$ cat src/rtl/ec163_pkg.sv
package ec163_pkg;

    localparam int FM = 163;
    localparam int CW = $clog2(FM);

    typedef logic [FM-1:0] fe_t;

    // low part of x^163 + x^7 + x^6 + x^3 + 1
    localparam fe_t RED_TAIL = 163'hC9;

    typedef enum logic [2:0] {
        ST_IDLE,
        ST_FETCH,
        ST_GO,
        ST_WAIT,
        ST_STORE
    } ctl_st_e;

    // multiply a field element by x and fold the overflow bit back
    function automatic fe_t fe_xtime(fe_t v);
        return {v[FM-2:0], 1'b0} ^ (v[FM-1] ? RED_TAIL : '0);
    endfunction

endpackage

$ cat src/rtl/gf163_bitser_mul.sv
module gf163_bitser_mul
    import ec163_pkg::*;
(
    input  logic clk,
    input  logic rst,
    input  logic go,
    input  fe_t  opa,
    input  fe_t  opb,
    output logic busy,
    output fe_t  prod
);

    typedef struct packed {
        fe_t           acc;
        fe_t           a;
        fe_t           b;
        logic [CW-1:0] cnt;
        logic          run;
    } mul_t;

    mul_t d, q;

    always_comb begin
        d = q;
        if (go) begin
            d.acc = '0;
            d.a   = opa;
            d.b   = opb;
            d.cnt = CW'(FM - 1);
            d.run = 1'b1;
        end else if (q.run) begin
            d.acc = fe_xtime(q.acc) ^ (q.b[FM-1] ? q.a : '0);
            d.b   = {q.b[FM-2:0], 1'b0};
            if (q.cnt == '0) begin
                d.run = 1'b0;
            end else begin
                d.cnt = q.cnt - 1'b1;
            end
        end
    end

    always_ff @(posedge clk or posedge rst) begin
        if (rst) begin
            q <= '0;
        end else begin
            q <= d;
        end
    end

    assign busy = q.run;
    assign prod = q.acc;

    AST_MUL_LAUNCH: assert property (@(posedge clk) disable iff (rst)
        go |=> busy);
    AST_MUL_NO_OVERLAP: assert property (@(posedge clk) disable iff (rst)
        go |-> !busy);

endmodule

$ cat src/rtl/ec163_oncurve_check.sv
module ec163_oncurve_check
    import ec163_pkg::*;
#(
    parameter int          DW      = 32,
    parameter int          AW      = 4,
    parameter logic        A_COEF  = 1'b1,
    parameter logic [162:0] B_CONST = 163'h2_0A601907_B8C953CA_1481EB10_512F7874_4A3205FD
)(
    input  logic          clk,
    input  logic          rst,
    input  logic          start,
    input  logic          mode,
    output logic          rd_req,
    output logic          wr_req,
    output logic [AW-1:0] addr,
    output logic [DW-1:0] wdata,
    input  logic [DW-1:0] rdata,
    input  logic          ack,
    output logic          done
);

    localparam int            NW       = (FM + DW - 1) / DW;
    localparam logic [AW-1:0] HALF     = AW'(NW);
    localparam logic [AW-1:0] LAST_RD  = AW'(2 * NW - 1);
    localparam logic [AW-1:0] RES_ADDR = AW'(2 * NW);
    localparam fe_t           A_FE     = {{(FM-1){1'b0}}, A_COEF};

    typedef struct packed {
        ctl_st_e       st;
        logic [AW-1:0] widx;
        fe_t           x;
        fe_t           y;
        logic [1:0]    phase;
        fe_t           lhs;
        fe_t           sq;
        logic          verdict;
        logic          done;
    } ctl_t;

    ctl_t d, q;

    logic mul_go;
    logic mul_busy;
    fe_t  mul_a;
    fe_t  mul_b;
    fe_t  mul_p;

    // drop one bus word into its slot; bits above FM fall away
    function automatic fe_t put_word(fe_t v, logic [AW-1:0] k, logic [DW-1:0] w);
        logic [NW*DW-1:0] t;
        t          = '0;
        t[FM-1:0]  = v;
        t[int'(k)*DW +: DW] = w;
        return t[FM-1:0];
    endfunction

    always_comb begin
        case (q.phase)
            2'd0: begin
                mul_a = q.y;
                mul_b = q.x ^ q.y;
            end
            2'd1: begin
                mul_a = q.x;
                mul_b = q.x;
            end
            default: begin
                mul_a = q.sq;
                mul_b = q.x ^ A_FE;
            end
        endcase
    end

    always_comb begin
        d      = q;
        mul_go = 1'b0;
        case (q.st)
            ST_IDLE: begin
                if (start && mode) begin
                    d.st    = ST_FETCH;
                    d.widx  = '0;
                    d.phase = 2'd0;
                    d.done  = 1'b0;
                end
            end
            ST_FETCH: begin
                if (ack) begin
                    if (q.widx < HALF) begin
                        d.x = put_word(q.x, q.widx, rdata);
                    end else begin
                        d.y = put_word(q.y, q.widx - HALF, rdata);
                    end
                    if (q.widx == LAST_RD) begin
                        d.st = ST_GO;
                    end else begin
                        d.widx = q.widx + 1'b1;
                    end
                end
            end
            ST_GO: begin
                mul_go = 1'b1;
                d.st   = ST_WAIT;
            end
            ST_WAIT: begin
                if (!mul_busy) begin
                    case (q.phase)
                        2'd0: begin
                            d.lhs   = mul_p;
                            d.phase = 2'd1;
                            d.st    = ST_GO;
                        end
                        2'd1: begin
                            d.sq    = mul_p;
                            d.phase = 2'd2;
                            d.st    = ST_GO;
                        end
                        default: begin
                            d.verdict = ((mul_p ^ B_CONST) == q.lhs);
                            d.st      = ST_STORE;
                        end
                    endcase
                end
            end
            ST_STORE: begin
                if (ack) begin
                    d.st   = ST_IDLE;
                    d.done = 1'b1;
                end
            end
            default: d.st = ST_IDLE;
        endcase
    end

    always_ff @(posedge clk or posedge rst) begin
        if (rst) begin
            q <= '{st: ST_IDLE, phase: 2'd0, default: '0};
        end else begin
            q <= d;
        end
    end

    gf163_bitser_mul u_mul (
        .clk  (clk),
        .rst  (rst),
        .go   (mul_go),
        .opa  (mul_a),
        .opb  (mul_b),
        .busy (mul_busy),
        .prod (mul_p)
    );

    assign rd_req = (q.st == ST_FETCH);
    assign wr_req = (q.st == ST_STORE);
    assign addr   = wr_req ? RES_ADDR : q.widx;
    assign wdata  = {{(DW-1){1'b0}}, q.verdict};
    assign done   = q.done;

    AST_ONE_REQ: assert property (@(posedge clk) disable iff (rst)
        !(rd_req && wr_req));
    AST_RD_HOLD: assert property (@(posedge clk) disable iff (rst)
        rd_req && !ack |=> rd_req && $stable(addr));
    AST_RD_RANGE: assert property (@(posedge clk) disable iff (rst)
        rd_req |-> addr < RES_ADDR);
    AST_WR_HOLD: assert property (@(posedge clk) disable iff (rst)
        wr_req && !ack |=> wr_req && $stable(wdata));
    AST_DONE_QUIET: assert property (@(posedge clk) disable iff (rst)
        done |-> !rd_req && !wr_req);
    AST_WR_DONE: assert property (@(posedge clk) disable iff (rst)
        wr_req && ack |=> done);
    AST_VERDICT_BIT: assert property (@(posedge clk) disable iff (rst)
        wr_req |-> wdata[DW-1:1] == '0);

endmodule

$ cat config.mk
export PLATFORM = sky130hd
export DESIGN_NAME = ec163_oncurve_check
export DESIGN_NICKNAME = d
export VERILOG_FILES = /design/src/rtl/ec163_pkg.sv /design/src/rtl/gf163_bitser_mul.sv /design/src/rtl/ec163_oncurve_check.sv
export SDC_FILE = /design/constraint.sdc
export NUM_CORES = 2
export LEC_CHECK = 0
export BUFFER_PORTS_ARGS = -buffer_cell sky130_fd_sc_hd__buf_2
export CORE_AREA = 3 3 354 356
export CTS_BUF_LIST = sky130_fd_sc_hd__clkbuf_8
export DETAILED_ROUTE_END_ITERATION = 7
export DIE_AREA = 0 0 357 359
export SYNTH_ARGS = -nofsm -noshare
export SYNTH_HDL_FRONTEND = slang
export SYNTH_SLANG_ARGS = --single-unit
export TNS_END_PERCENT = 30
$ cat constraint.sdc
create_clock -name clk -period 65.7 [get_ports clk]
set_input_delay 6.57 -clock clk [delete_from_list [all_inputs] [get_ports clk]]
set_output_delay 6.57 -clock clk [all_outputs]
set_load 0.05 [all_outputs]
### Word level (Yosys, flattened, before mapping)

Cells that the tools add are included.

* input bits: 37
* flip-flop bits (word level): 1161
* output and inout port bits: 39
* word-level logic and storage cells: 101

* mux-type cells: 35
* shifts and indexed selects: 4
* magnitude comparators: 1
* equal/unequal tests: 15
* reduce and logical (&&, ||, !) cells: 19
* bitwise operators: 8
* add/subtract/negate cells: 5

Operators by type and width (count)
* $mux 163: 7
* $pmux 163 s2: 2
* $xor 163x163->163: 3
* $bwmux 192: 2
* $shift 32x33->192 const A: 2
* $shiftx 32x33->192: 2
* $mux 172: 2
* $mux 333: 1
* $mux 329: 1
* $eq 163x163->1: 1
* $not 69->69: 1
* $neg 9->33: 2
* $reduce_and 3->1: 6
* $mux 8: 2
* $pmux 3 s5: 1
* $mux 3: 4
* $logic_not 8->1: 1
* $mux 4: 2
* $ne 2x2->1 const B: 4
* $pmux 2 s2: 2
* $pmux 4 s2: 1
* $reduce_and 4->1: 2
* $reduce_bool 2->1: 4
* $sub 8x1->8 const B: 1
* other kinds (21): 31

### Depth between registers and ports, before layout

* depth in word-level cells: 7
* mapped depth: 11
* gate-level depth less buffers: 9

### Modules after synthesis

From an unflattened synthesis, not the netlist that was laid out.

* cells, all modules: 5272
* area, all modules: 56183.9 µm²

Modules (own cells, without submodules)
* ec163_oncurve_check: area an instance 32845.3 µm², cells an instance 3115, instances 1, sequential area each 16590.9 µm²
* gf163_bitser_mul: area an instance 23338.6 µm², cells an instance 2157, instances 1, sequential area each 12462.0 µm²

### Worst setup path after synthesis

OpenSTA, ideal clock, no wires.

* kind: register -> output
* start: register q[660] (netlist bit)
* end: output port addr[0]
* path buffers: 1
* stages on the path, launching flop included: 6
* slack: 57.464 ns
* arrival: 1.666 ns
* data required time: 59.130 ns
* cell sequence: dfrtp_1 -> buf_2 -> nor2_1 -> nand2_1 -> inv_1 -> nor2_1

* longest elaborated chain between the ends: 2

RTL lines
* from (decl): RTL line ec163_oncurve_check.sv:40 `ctl_t d, q;`
* from (signal assigned): RTL line ec163_oncurve_check.sv:136 `q <= '{st: ST_IDLE, phase: 2'd0, default: '0};`
* from (signal assigned): RTL line ec163_oncurve_check.sv:138 `q <= d;`
* $eq 3x3->1: RTL line ec163_oncurve_check.sv:153 `assign wr_req = (q.st == ST_STORE);`
* net wr_req: RTL line ec163_oncurve_check.sv:14 `output logic wr_req,`
* $mux 4: RTL line ec163_oncurve_check.sv:154 `assign addr = wr_req ? RES_ADDR : q.widx;`
* to (decl): RTL line ec163_oncurve_check.sv:15 `output logic [AW-1:0] addr,`

The timed path passes the listed nets, and every way through them passes these cells.

==> run summary <==
Period utilisation layout: 15.4%
TritonCTS clock tree: done
Floorplan die area: 128000 um^2
Run status: finished, final reports clean
Number of buffers inserted by post-CTS setup repair: 0
Max Fclk: 98.6 MHz
Core occupancy in the finished layout: 49.0%
Wirelength per Cell: 22.9 um
Total Power Consumption: 2.65 mW
Reg-to-reg endpoint: u_mul.q[79]
Static leakage power: 27.0 nW
CTS sink cnt: 1161
Layout net count: 5342
Half-perimeter wire length after placement: 101 mm
CTS clk-pin slew, worst paths: 0.06 ns
Total core area: 122000 um^2
Number of gates resized after cts: 0
Cell Rows: 128
Die Ht: 359 um
Tightest hold margin: 0.476 ns
Slew Limit Fails: 0
Number of different library cells in the post-synthesis netlist: 68
Proportion of netlist area held by the largest area contributor: 53.0%
Pin slew with the least headroom to its limit: 1.33 ns
Max-Slew Margin vs Limit: 11.2%
Die W: 357 um
Top cells by area in the synthesized netlist: sky130_fd_sc_hd__dfrtp_1 53%, sky130_fd_sc_hd__nand2_1 7.8%, sky130_fd_sc_hd__mux2_2 7.2%, sky130_fd_sc_hd__mux2i_1 6.0%, sky130_fd_sc_hd__o21ai_0 5.2%
Arrival time of data at the critical path endpoint: 10.99 ns
Initial core utilization: 45.0%
Filler-free cell count of the finished design: 7066
Worst reg2reg setup slack: 61.58 ns
First-pass GRT wire length: 244 mm
IO Count: 76
RSZ-0062 raised after global routing: no
Final period demand of the worst path: 10.14 ns
Setup WS post-layout: 55.56 ns
Largest fanout on the critical path: 121
Clock Tree Buf Depth: 3
Layout fillers: 11300
Number of H-tree levels: 4
Peak ir drop on the vdd network: 0.0000506 V
Synthesized flop and latch total: 1161
Post-synth top area cell: sky130_fd_sc_hd__dfrtp_1
Area of the multi-input gates: 24000 um^2
Async set-or-reset flop fraction in the synthesized netlist: 100%
Launching instance or port of the critical path: rst
Total clock buffers created by CTS: 192
Element type at the critical path end: asynchronous set/reset pin
Total Wirelength: 162 mm
Clock Latency Late Sink: 0.90 ns
Root Driver: sky130_fd_sc_hd__clkbuf_8
Residual DRC: 0
Hold/Removal Path Class: flip-flop to flip-flop
Post-DR vias/cell: 5.43
Cell count after placement: 6722
Leftover overflow at the end of global routing: 0
FF-to-FF Start: q[662]
Placed inst area: 56000 um^2
GP Congestion: 0.815
Critical path launch point type: primary input
Warnings, synthesis: 0
Most used standard cells in the synthesized netlist: 1161 x sky130_fd_sc_hd__dfrtp_1, 1145 x sky130_fd_sc_hd__nand2_1, 570 x sky130_fd_sc_hd__o21ai_0
Post-synthesis instance area: 54900 um^2
Avg Synthesized Cell Area: 10.2 um^2
Number of buffer cells added on primary ports: 44
DR vias: 38400
Number of buffers inserted for hold repair after clock tree synthesis: 0
Number of failing hold endpoints at the final stage: 0
Dominant cell by count in the synthesized netlist: sky130_fd_sc_hd__dfrtp_1
Post-route standard cell area excluding fillers: 59800 um^2
Worst r2r path cells: 6
Iteration-0 DRC Markers: 3187
Global-route total usage across every layer: 25.2%
Maximum Capacitance Violations: 0
Antenna Violating Nets Remaining: 0
Number of search-and-repair iterations in the first detailed-routing pass: 5
Number of enable-type register cells in the synthesized netlist: 0
Pwr dens: 44.3 nW/um^2
Share of post-route cells with drive strength above 1: 14.2%
Register area share after synthesis: 53.0%
Maximum number of pins on one net before global-route repair: 252
Total area of sequential cells: 29100 um^2
Most used flip-flop cell after synthesis: sky130_fd_sc_hd__dfrtp_1
Required time of the critical path: 66.55 ns
Setup Slack @ Placement: 54.48 ns
Area growth, synth to finish: 9.00%
Initial antenna violation count: 13
Vias in the first global route: 36700
Setup-failing EPs final: 0
Setup TNS: 0 ns
Crit Path Class: primary input to asynchronous set/reset pin
Layout Skew: 0.0432 ns
Cells after Synth: 5387
## worst max-delay path, cell delays in order
cell and delay, ns:
sky130_fd_sc_hd__buf_2 0.13, sky130_fd_sc_hd__inv_8 0.51, sky130_fd_sc_hd__buf_4 0.78, sky130_fd_sc_hd__buf_4 0.81, sky130_fd_sc_hd__buf_4 0.84, sky130_fd_sc_hd__buf_4 0.94
## power by group
group,switching (mW),internal [mW]
combinational,0.498,0.333
clock,0.298,0.338
sequential,0.247,0.938
## cell type report
cell class	instances	area share [%]
Multi-Input combinational cell	3812	40.1
Inverter	21	0.144
Antenna cell	6	0.0251
Clock buffer	246	5.66
Timing Repair Buffer	103	1.28
Clock inverter	92	0.741
Tap cell	1625	3.40
Sequential cell	1161	48.6
## layer usage
| layer | vias up | global-route usage [%] | routed length, um |
|---|---|---|---|
| li1 | 17900 | - | - |
| met1 | 19200 | 37.3 | 76100 |
| met2 | 1023 | 37.8 | 71800 |
| met3 | 233 | 4.40 | 9140 |
| met4 | 0 | 7.74 | 4510 |
| met5 | - | 0 | 0 |
## cells in the final DEF (no fill, tap or decap), types with 3 or more instances in the layout
master,instances
sky130_fd_sc_hd__dfrtp_1,1157
sky130_fd_sc_hd__nand2b_1,3
sky130_fd_sc_hd__ha_1,14
sky130_fd_sc_hd__or3_1,3
sky130_fd_sc_hd__nor2_4,3
sky130_fd_sc_hd__conb_1,31
sky130_fd_sc_hd__inv_1,88
sky130_fd_sc_hd__a211oi_1,160
sky130_fd_sc_hd__clkinv_2,15
sky130_fd_sc_hd__a22o_1,54
sky130_fd_sc_hd__nand2_2,6
sky130_fd_sc_hd__buf_12,8
sky130_fd_sc_hd__inv_8,4
sky130_fd_sc_hd__buf_4,51
sky130_fd_sc_hd__nand3_1,6
sky130_fd_sc_hd__nand4_1,25
sky130_fd_sc_hd__and3_1,3
sky130_fd_sc_hd__mux2_2,353
sky130_fd_sc_hd__nor3_4,4
sky130_fd_sc_hd__o21ai_0,570
sky130_fd_sc_hd__nor4_1,32
sky130_fd_sc_hd__xor2_1,240
sky130_fd_sc_hd__and2_1,3
sky130_fd_sc_hd__dfrtp_4,4
sky130_fd_sc_hd__nor2b_1,5
sky130_fd_sc_hd__buf_2,44
sky130_fd_sc_hd__mux2i_1,328
sky130_fd_sc_hd__nor2_2,6
sky130_fd_sc_hd__nor2_1,342
sky130_fd_sc_hd__o22ai_1,4
sky130_fd_sc_hd__o21ai_1,12
sky130_fd_sc_hd__diode_2,6
sky130_fd_sc_hd__a21oi_1,172
sky130_fd_sc_hd__clkbuf_8,246
sky130_fd_sc_hd__nand2_1,1143
sky130_fd_sc_hd__xnor2_1,244
sky130_fd_sc_hd__a22oi_1,3
## how the worst min path moves through the flow
stage                             from            to  slack (ns)  depth (start not counted)
after floorplan           u_mul.q[300]  u_mul.q[300]        0.45                          2
final                     u_mul.q[323]  u_mul.q[323]        0.48                          2
after detailed placement  u_mul.q[307]  u_mul.q[307]        0.47                          2
after CTS                 u_mul.q[284]  u_mul.q[284]        0.48                          2
after global routing      u_mul.q[207]  u_mul.q[207]        0.50                          2
after global placement    u_mul.q[306]  u_mul.q[306]        0.46                          2
## cells by family after synthesis
kind of cell	synth area share, %
compound gates	10.3
xor+xnor	7.79
fa+ha+maj	0.319
buf+inv	3.63
flops	53.0
mux	13.3
other cells	0.00684
simple gates	11.7
Power figures use the tool's default switching activity.
